<file path="src/rtl/sac_pkg.sv">
package sac_pkg;
  localparam int REG_W   = 8;
  localparam int ADDR_W  = 8;
  localparam int NUM_GRP = 3;

  localparam logic [ADDR_W-1:0] STAT_BASE = 8'h41;
  localparam logic [ADDR_W-1:0] MASK_BASE = 8'h08;

  // group and bit of the over-temperature state source
  localparam int STATE_GRP = 1;
  localparam int STATE_BIT = 2;

  typedef logic [NUM_GRP-1:0][REG_W-1:0] grp_vec_t;

  function automatic logic [REG_W-1:0] impl_bits(int grp);
    case (grp)
      0:       impl_bits = 8'hFF;
      1:       impl_bits = 8'h1C;
      2:       impl_bits = 8'hE0;
      default: impl_bits = 8'h00;
    endcase
  endfunction

  function automatic logic [ADDR_W-1:0] stat_addr(int grp);
    stat_addr = STAT_BASE + ADDR_W'(grp);
  endfunction

  function automatic logic [ADDR_W-1:0] mask_addr(int grp);
    mask_addr = MASK_BASE + ADDR_W'(grp);
  endfunction
endpackage

</file>
<file path="src/rtl/sac_sticky_bank.sv">
module sac_sticky_bank #(
  parameter int W = 8,
  parameter logic [W-1:0] IMPL = '1
) (
  input  logic         clk,
  input  logic         rst_n,
  input  logic [W-1:0] cond,
  input  logic         rd_clr,
  output logic [W-1:0] status
);
  logic [W-1:0] stat_q;

  // a live condition always reasserts, so an event beats a same-cycle read
  always_ff @(posedge clk) begin
    if (!rst_n) stat_q <= '0;
    else        stat_q <= (cond | (stat_q & ~{W{rd_clr}})) & IMPL;
  end

  assign status = stat_q;
endmodule

</file>
<file path="src/rtl/sac_mask_reg.sv">
module sac_mask_reg #(
  parameter int W = 8,
  parameter logic [W-1:0] IMPL = '1
) (
  input  logic         clk,
  input  logic         rst_n,
  input  logic         wr,
  input  logic [W-1:0] wdata,
  output logic [W-1:0] mask
);
  logic [W-1:0] mask_q;

  always_ff @(posedge clk) begin
    if (!rst_n)  mask_q <= '0;
    else if (wr) mask_q <= wdata & IMPL;
  end

  assign mask = mask_q;
endmodule

</file>
<file path="src/rtl/sac_decode.sv">
module sac_decode
  import sac_pkg::*;
(
  input  logic [ADDR_W-1:0]  addr,
  input  logic               wr_en,
  input  logic               rd_en,
  output logic [NUM_GRP-1:0] stat_sel,
  output logic [NUM_GRP-1:0] mask_sel,
  output logic [NUM_GRP-1:0] stat_rd,
  output logic [NUM_GRP-1:0] mask_wr
);
  for (genvar g = 0; g < NUM_GRP; g++) begin : g_dec
    assign stat_sel[g] = (addr == stat_addr(g));
    assign mask_sel[g] = (addr == mask_addr(g));
    assign stat_rd[g]  = rd_en & stat_sel[g];
    assign mask_wr[g]  = wr_en & mask_sel[g];
  end
endmodule

</file>
<file path="src/rtl/sac_alert_merge.sv">
module sac_alert_merge
  import sac_pkg::*;
(
  input  grp_vec_t stat,
  input  grp_vec_t mask,
  input  logic     cmp_mode,
  input  logic     state_live,
  output logic     alert_n
);
  grp_vec_t pend;

  always_comb begin
    for (int g = 0; g < NUM_GRP; g++) pend[g] = stat[g] & ~mask[g];
    // in comparator mode the state source bypasses its latch and mask
    if (cmp_mode) pend[STATE_GRP][STATE_BIT] = state_live;
  end

  assign alert_n = ~(|pend);
endmodule

</file>
<file path="src/rtl/sac_alert_ctrl.sv">
module sac_alert_ctrl
  import sac_pkg::*;
(
  input  logic              clk,
  input  logic              rst_n,
  input  logic [7:0]        cond_temp,
  input  logic [2:0]        cond_therm,
  input  logic [2:0]        cond_fan,
  input  logic              cmp_mode,
  input  logic [ADDR_W-1:0] addr,
  input  logic [REG_W-1:0]  wdata,
  input  logic              wr_en,
  input  logic              rd_en,
  output logic [REG_W-1:0]  rdata,
  output logic              alert_n
);
  grp_vec_t cond_b, stat_b, mask_b;
  logic [NUM_GRP-1:0] stat_sel, mask_sel, stat_rd, mask_wr;
  logic [REG_W-1:0]   rd_val, rdata_q;

  assign cond_b[0] = cond_temp;
  assign cond_b[1] = {3'b000, cond_therm, 2'b00};
  assign cond_b[2] = {cond_fan, 5'b00000};

  sac_decode u_dec (
    .addr     (addr),
    .wr_en    (wr_en),
    .rd_en    (rd_en),
    .stat_sel (stat_sel),
    .mask_sel (mask_sel),
    .stat_rd  (stat_rd),
    .mask_wr  (mask_wr)
  );

  for (genvar g = 0; g < NUM_GRP; g++) begin : g_grp
    sac_sticky_bank #(.W(REG_W), .IMPL(impl_bits(g))) u_stat (
      .clk    (clk),
      .rst_n  (rst_n),
      .cond   (cond_b[g]),
      .rd_clr (stat_rd[g]),
      .status (stat_b[g])
    );
    sac_mask_reg #(.W(REG_W), .IMPL(impl_bits(g))) u_mask (
      .clk   (clk),
      .rst_n (rst_n),
      .wr    (mask_wr[g]),
      .wdata (wdata),
      .mask  (mask_b[g])
    );
  end

  always_comb begin
    rd_val = '0;
    for (int g = 0; g < NUM_GRP; g++) begin
      if (stat_sel[g]) rd_val = rd_val | stat_b[g];
      if (mask_sel[g]) rd_val = rd_val | mask_b[g];
    end
  end

  always_ff @(posedge clk) begin
    if (!rst_n)     rdata_q <= '0;
    else if (rd_en) rdata_q <= rd_val;
  end

  assign rdata = rdata_q;

  sac_alert_merge u_merge (
    .stat       (stat_b),
    .mask       (mask_b),
    .cmp_mode   (cmp_mode),
    .state_live (cond_therm[0]),
    .alert_n    (alert_n)
  );
endmodule

</file>
<file path="config.mk">
export PLATFORM = sky130hd
export DESIGN_NAME = sac_alert_ctrl
export DESIGN_NICKNAME = d
export VERILOG_FILES = /design/src/rtl/sac_pkg.sv /design/src/rtl/sac_sticky_bank.sv /design/src/rtl/sac_mask_reg.sv /design/src/rtl/sac_decode.sv /design/src/rtl/sac_alert_merge.sv /design/src/rtl/sac_alert_ctrl.sv
export SDC_FILE = /design/constraint.sdc
export NUM_CORES = 1
export LEC_CHECK = 0
export CAP_MARGIN = 0
export CORE_UTILIZATION = 50
export DETAILED_ROUTE_END_ITERATION = 10
export PLACE_DENSITY = 0.79
export SYNTH_ARGS = -nofsm -noshare
export SYNTH_HDL_FRONTEND = slang
export SYNTH_HIERARCHICAL = 1
export SYNTH_SLANG_ARGS = --single-unit
</file>
<file path="constraint.sdc">
create_clock -name clk -period 3.8 [get_ports clk]
set_input_delay 0.76 -clock clk [delete_from_list [all_inputs] [get_ports clk]]
set_output_delay 0.76 -clock clk [all_outputs]
set_load 0.02 [all_outputs]
</file>
==> results of run 1 <==
## stage by stage
stage	setup WS [ns]	hold WS (ns)
final	0.7399	0.5471
after global routing	0.6871	0.5664
after floorplan	1.470	0.5065
after detailed placement	0.7293	0.5339
after CTS	0.7303	0.5440
after global placement	0.7532	0.5234
## routing by layer
metal	vias to the layer above	wire (um)
li1	843	-
met1	778	2163
met2	46	2194
met3	5	276
met4	0	40
met5	-	0
## power by group through the flow
stage	Clock [uW]	Combinational, uW	Sequential (uW)
after floorplan	0	67.0	413
after global placement	0	114	411
after detailed placement	0	115	411
after CTS	258	115	403
after global routing	276	127	404
final	253	117	403
## worst register-to-register path: stages, from the launching register on
cell and delay [ns]:
sky130_fd_sc_hd__dfxtp_1 0.33, sky130_fd_sc_hd__a22o_1 0.24, sky130_fd_sc_hd__a221oi_2 0.19, sky130_fd_sc_hd__a31oi_1 0.11
## cells in the final DEF, fill, tap and decap left out, drive strengths merged, types with 2 or more instances in the layout
cell type	instances
clkdlybuf4s50	43
nor2b	41
dfxtp	36
conb	20
mux2i	14
o21a	14
nor3	10
buf	9
inv	9
a22o	8
a221oi	8
a22oi	8
o21ai	8
a31oi	8
clkbuf	6
nand2b	5
a2111oi	5
nand3b	2
nor4	2
## cell type report
cell class                 instances  area, um^2  area share [%]
multi-input combinational        160        1160           45.49
sequential                        36       720.7           28.26
timing repair buffer              52       498.0           19.53
clock buffer                       6       72.57           2.846
tap                               48       60.06           2.355
inverter                           9       33.78           1.325
clock inverter                     1       5.005          0.1963
## final timing paths
kind	from	end	slack, ns	depth (start not counted)
max	cmp_mode	alert_n	0.74	4
min	g_grp[0].u_mask/mask[1]	g_grp[0].u_mask/mask[1]	0.55	2
max reg2reg	g_grp[0].u_mask/mask[5]	rdata[5]	2.79	3
min reg2reg	g_grp[0].u_mask/mask[1]	g_grp[0].u_mask/mask[1]	0.55	2
## registers in the layout, indices dropped and copies added (netlist names)
signal	count
g_grp.u_mask/mask	14
g_grp.u_stat/status	14
rdata	8
==> impl.org, run 1 <==
** Route
- Number of iterations in the first detailed-routing pass :: 4
- WL per Instance :: 14.98 um
- After detailed routing, the total wire length is 4674 um.
- The routed layout has 1672 vias.
- DR vias/cell :: 5.359
- After the first detailed-routing iteration, the DRC count stood at 89.
- Post-route DRC violation count :: 0
- The count of nets left with antenna violations once routing finished came out at 0.

** Die
- The die is 66.28 um wide.
- Top-level I/O count :: 44
- Starting density of the core :: 54.38%
- Core outline area :: 3799 um^2
- Row count :: 22
- The floorplan step defined a die boundary enclosing 4392 um^2.
- Measured along the y axis, the die boundary spans 66.28 um.

** Worst setup path
- Longest individual stage delay on the worst path :: 0.66 ns
- Most repeated library cell on the critical path :: sky130_fd_sc_hd__clkdlybuf4s50_1
- Critical Path Sink Type :: output pin
- Largest delay share family, worst path :: buffers and inverters
- Type of the worst setup path :: in -> out
- Critical-path top delay cell :: sky130_fd_sc_hd__clkdlybuf4s50_1
- At the worst endpoint, the required time is 3.04 ns.
- STA classifies the critical path startpoint as an input pin.
- The number of buffers and inverters on the critical path is 2.
- Biggest fanout along the worst timing path :: 2
- For the worst setup path, the data arrival time is 2.30 ns.
- Traced cell by cell, the critical path runs through clkdlybuf4s50_1 -> nor3b_1 -> a2111oi_2 -> clkdlybuf4s50_1.

** Power
- Logic pwr share :: 15.1%
- IR analysis of the VDD net gives a maximum drop of 0.0002182 V.
- Cell internal power was estimated by the tool at 584.3 uW.
- Power Total :: 772.6 uW
- Clock network fraction of total power :: 32.7%
- Sequential power share :: 52.1%
- Summed over all cells, the static leakage comes to 0.0008817 uW.
- Pwr Density :: 303.0 nW/um^2
- Switching pwr :: 188.3 uW
- In this run switching power makes up 24.37% of total power.

** Flow run
- The tool flagged a number of max-cap violations equal to 0.

** Placement
- Once placement completed, the tool counted placed cells totaling 305.
- Final weighted congestion of routability-driven global placement :: 0.8214
- Buffers placed on the I/O ports in this run total 43.
- Hpwl dp :: 3395 um
- Total cell area at the placement stage :: 2472 um^2

** Min path
- Worst hold path class :: reg -> reg

** Clock tree
- # H-tree levels :: 2
- Number of setup buffers added after CTS :: 0
- Clock-pin slew was measured on the worst setup and hold paths at 0.07 ns.
- Clock Tree Root :: sky130_fd_sc_hd__clkbuf_8
- Counting along the longest clock path gives a buffer depth of 2.
- Resized Gates After CTS :: 0
- At the later pin of the worst-skew pair, clock insertion delay measures 0.28 ns.
- Post-CTS Hold Buffers :: 0
- TritonCTS built the clock tree.
- Clock net sink count :: 36
- Number of buffers inserted during clock tree synthesis :: 5

** Final layout
- After filler insertion, the fill cell instance count of the layout stands at 339.
- Number of nets in the layout :: 299
- For this run, the share of the core covered by cells in the final layout is 67.13%.
- After the flow finishes, the layout carries non-filler instances totaling 312.
- Compared with the post-synthesis result, the final layout area differs by 23.44%.
- Layout cell share with drive strength beyond 1 :: 11.36%
- The number of antenna diodes in the final layout is 0.
- Non-Filler Cell Area, Final :: 2550 um^2

** Synth
- Gate count after technology mapping :: 219
- Synthesis Warnings :: 6
- Summing every instance area after synthesis gives 2066 um^2.
- Average footprint of a synthesized cell :: 9.433 um^2

** Global routing
- GRT met3 Usage :: 4.138%
- The number of global-route vias before repair was 1560.
- Total GRT Usage :: 23.35%
- The number of antenna violations at the first check in global routing is 0.
- Final global-route overflow total :: 0
- Most Crowded Layer GR :: met2
- Wire length of the first global-routing pass :: 7507 um
- Global routing consumed, on the met2 layer, 39.54% of the routing resources.
- Entering global routing, the biggest net connects 26 pins.
- Met1 layer usage reported by global route :: 29.82%

** Timing
- Fraction of the cycle the final worst path needs :: 80.53%
- Post-Route Setup TNS :: 0 ns
- Max Clock Freq :: 326.8 MHz
- Slew @ Worst Pin :: 0.8595 ns
- Max-slew headroom at the worst pin :: 42.52%
- After layout, the minimum clock period comes to 3.060 ns.
- Total count of hold-check failures in the final report :: 0
- Number of pins exceeding their max-slew limit in the final report :: 0
- For the final database, setup skew stands at 0.01061 ns.
- Unrepaired setup endpoints after global routing :: false
- Setup violations remaining at the end of the flow were counted as 0.

** Run status
- The flow ran to the end, and the final reports show no timing, DRC or antenna violations.
No activity file was read; power rests on OpenSTA's default activity.
==> run 2: changes to the inputs <==
--- a/config.mk
+++ b/config.mk
@@ -6,9 +6,9 @@
 export NUM_CORES = 1
 export LEC_CHECK = 0
 export CAP_MARGIN = 0
-export CORE_UTILIZATION = 50
+export CORE_UTILIZATION = 46
 export DETAILED_ROUTE_END_ITERATION = 10
-export PLACE_DENSITY = 0.79
+export PLACE_DENSITY = 0.76
 export SYNTH_ARGS = -nofsm -noshare
 export SYNTH_HDL_FRONTEND = slang
 export SYNTH_HIERARCHICAL = 1
==> constraint.sdc (replaced) <==
create_clock -name clk -period 2.5 [get_ports clk]
set_input_delay 0.5 -clock clk [delete_from_list [all_inputs] [get_ports clk]]
set_output_delay 0.5 -clock clk [all_outputs]
set_load 0.02 [all_outputs]
==> impl.org, run 2 (synthesis gave the netlist of run 1 again) <==
** Run status
- Outcome :: complete, no violations

** Final layout
- Number of antenna repair diodes :: 0
- Leaving out fill and tap cells, the most frequent cell in the layout is sky130_fd_sc_hd__clkdlybuf4s50_1.
- Relative area change from synthesis to final layout :: 29.07%
- In the final layout, the share of cells above drive strength 1 is 15.33%.
- Number of nets in the layout :: 308
- Most frequent cells in the layout :: 42 x sky130_fd_sc_hd__clkdlybuf4s50_1, 41 x sky130_fd_sc_hd__nor2b_1, 36 x sky130_fd_sc_hd__dfxtp_1

** Timing
- Measured against its own limit, the worst slew margin works out to 53.14%.
- Fraction of the cycle the final worst path needs :: 91.47%
- Crit path time final :: 2.287 ns
- Worst Skew :: 0.005252 ns
- Worst hold slack across all endpoints :: 0.5452 ns
- Setup repair after global routing left no endpoint under its margin.
- Number of setup violations in the final report :: 0
- Static timing analysis puts the maximum clock frequency at 437.3 MHz.
- At the pin with the least slew margin, the transition time is 0.7008 ns.
- The hold violation count in the final report is 0.
- Number of pins exceeding their max-slew limit in the final report :: 0

** Die
- The die is 69.01 um wide.
- 44 I/O pins were placed.
- Area of the die :: 4762 um^2
- The floorplan has 24 rows.
- The initial utilization of the core area, before any placement, comes to 47.77%.
- The floorplan step set the die height to 69.01 um.
- Core outline area :: 4324 um^2

** Min path
- Worst hold path class :: reg -> reg

** Worst setup path
- Worst endpoint required time :: 2.00 ns
- Type of the worst setup path :: reg -> out
- At the worst endpoint, the arrival time is 1.79 ns.
- In this run the worst path has a maximum fanout of 3.
- For this run, the slowest stage of the critical path takes 0.35 ns.
- STA classifies the critical path endpoint as an output pin.
- The worst setup path is launched from a flip-flop.
- Walking the worst path, the cells encountered are inv_1 -> a222oi_1 -> o2111ai_1 -> a2111oi_2 -> clkbuf_2.
- Critical-path top delay cell :: sky130_fd_sc_hd__dfxtp_1

** Route
- After detailed routing, the average wire length per cell comes to 14.56 um.
- The detailed router placed 1700 vias in this run.
- Post-route ant nets :: 0
- Wirelength, routed :: 4747 um
- Post-route DRC violation count :: 0
- After detailed routing, the number of vias per cell comes to 5.215.
- For this block, the initial DRC count from the detailed router was 81.
- Number of iterations in the first detailed-routing pass :: 4

** Clock tree
- Maximum number of buffers from clock root to sink :: 2
- After clock tree synthesis, the flow added hold-fix buffers numbering 0.
- Clock net sink count :: 36
- Clock Tree Root :: sky130_fd_sc_hd__clkbuf_8
- Number of setup buffers added after CTS :: 0
- In this run, CTS created clock tree buffers numbering 5.
- TritonCTS clock tree :: done
- Clock latency on the worst-skew pair :: 0.29 ns
- CTS built an H-tree with a depth of 2.
- Reg clk slew, reported paths :: 0.07 ns

** Global routing
- Total GRT Usage :: 20.94%
- Entering global routing, the biggest net connects 20 pins.
- Via count of the first global-routing pass :: 1665
- For this run the aggregate overflow at the end of global routing stands at 0.
- The first global-routing pass estimated 7955 um of wire.
- The number of antenna violations at the first check in global routing was 0.

** Power
- After layout, the design draws a total of 1357 uW.
- Clock network fraction of total power :: 41.4%
- Peak supply drop :: 0.0003675 V
- Sequential cells account for 45.2% of the total power.
- Net switching is 22.31% of the power.
- Pwr Density :: 508.8 nW/um^2
- Logic pwr share :: 13.4%
- Internal power :: 1054 uW
- Leakage :: 0.0009537 uW
- In this run the power spent charging and discharging nets is 302.7 uW.

** Placement
- Number of port buffers :: 43
- Routability-driven placement finished with a final weighted congestion of 0.8027.
- Once detailed placement completed, the half-perimeter wirelength came to 3498 um.

** Flow run
- Across the run, the number of max-cap violations was 0.
run 2: cell count changes in the layout (fill, tap and decap cells not counted), sizes merged:
cell | before | now
buf | 9 | 18
clkbuf | 6 | 8
bufinv | 0 | 1
clkdlybuf4s50 | 43 | 42
clkinv | 1 | 0
run 2: path summary, 6_finish.rpt:
kind,start,end,slack [ns],depth (start not counted)
setup / recovery,g_grp[0].u_mask/mask[7],alert_n,0.21,5
hold / removal,rdata[0],rdata[0],0.55,2
setup reg to reg,g_grp[0].u_mask/mask[5],rdata[5],1.52,3
hold reg to reg,rdata[0],rdata[0],0.55,2
run 2: through the flow:
step / utilization, % / TNS [ns] / std cells / setup WS (ns) / cell area, um^2
final: 61.66 / 0 / 326 / 0.2132 / 2666
after global routing: 61.66 / 0 / 326 / 0.09124 / 2666
after CTS: 61.75 / 0 / 326 / 0.05638 / 2670
after detailed placement: 58.85 / -0.06827 / 318 / -0.06827 / 2545
after global placement: 58.85 / -0.03565 / 318 / -0.03565 / 2545
after floorplan: - / 0 / 235 / 0.4297 / 2126
run 2: cell type report:
type                    instances  area, um^2
repair buffers                 61       560.5
inverters                       9       33.78
multi-input cells             160        1160
clock buffers                   7       96.34
flip-flops and latches         36       720.7
clock inverters                 1       30.03
fillers                       398        1658
well taps                      52       65.06
run 2: power by group through the flow:
| stage | clock, uW | sequential, uW | combinational (uW) |
|---|---|---|---|
| after CTS | 574 | 613 | 180 |
| after global placement | 0 | 626 | 177 |
| after detailed placement | 0 | 626 | 178 |
| after floorplan | 0 | 628 | 102 |
| final | 561 | 613 | 182 |
| after global routing | 594 | 616 | 198 |
run 2: timing repair:
item                                    in CTS  in global routing
endpoints found under the setup margin       1                  1
hold endpoints to repair                     0                  0
gates resized for setup                      1                  3
run 2: worst max-delay path, delay by kind of cell (launching register included):
kind | cells | cell delay (ns)
buf+inv | 2 | 0.27
compound gates | 3 | 0.87
flops | 1 | 0.35
run 2: per-layer routing:
layer	global-route usage, %	up-vias	wire length [um]	part of all wire, %
li1	-	866	-	-
met3	4.094	9	288	6.1
met1	28.64	770	2213	47
met4	8.163	0	89	1.9
met5	0	-	0	0
met2	32.36	55	2155	45
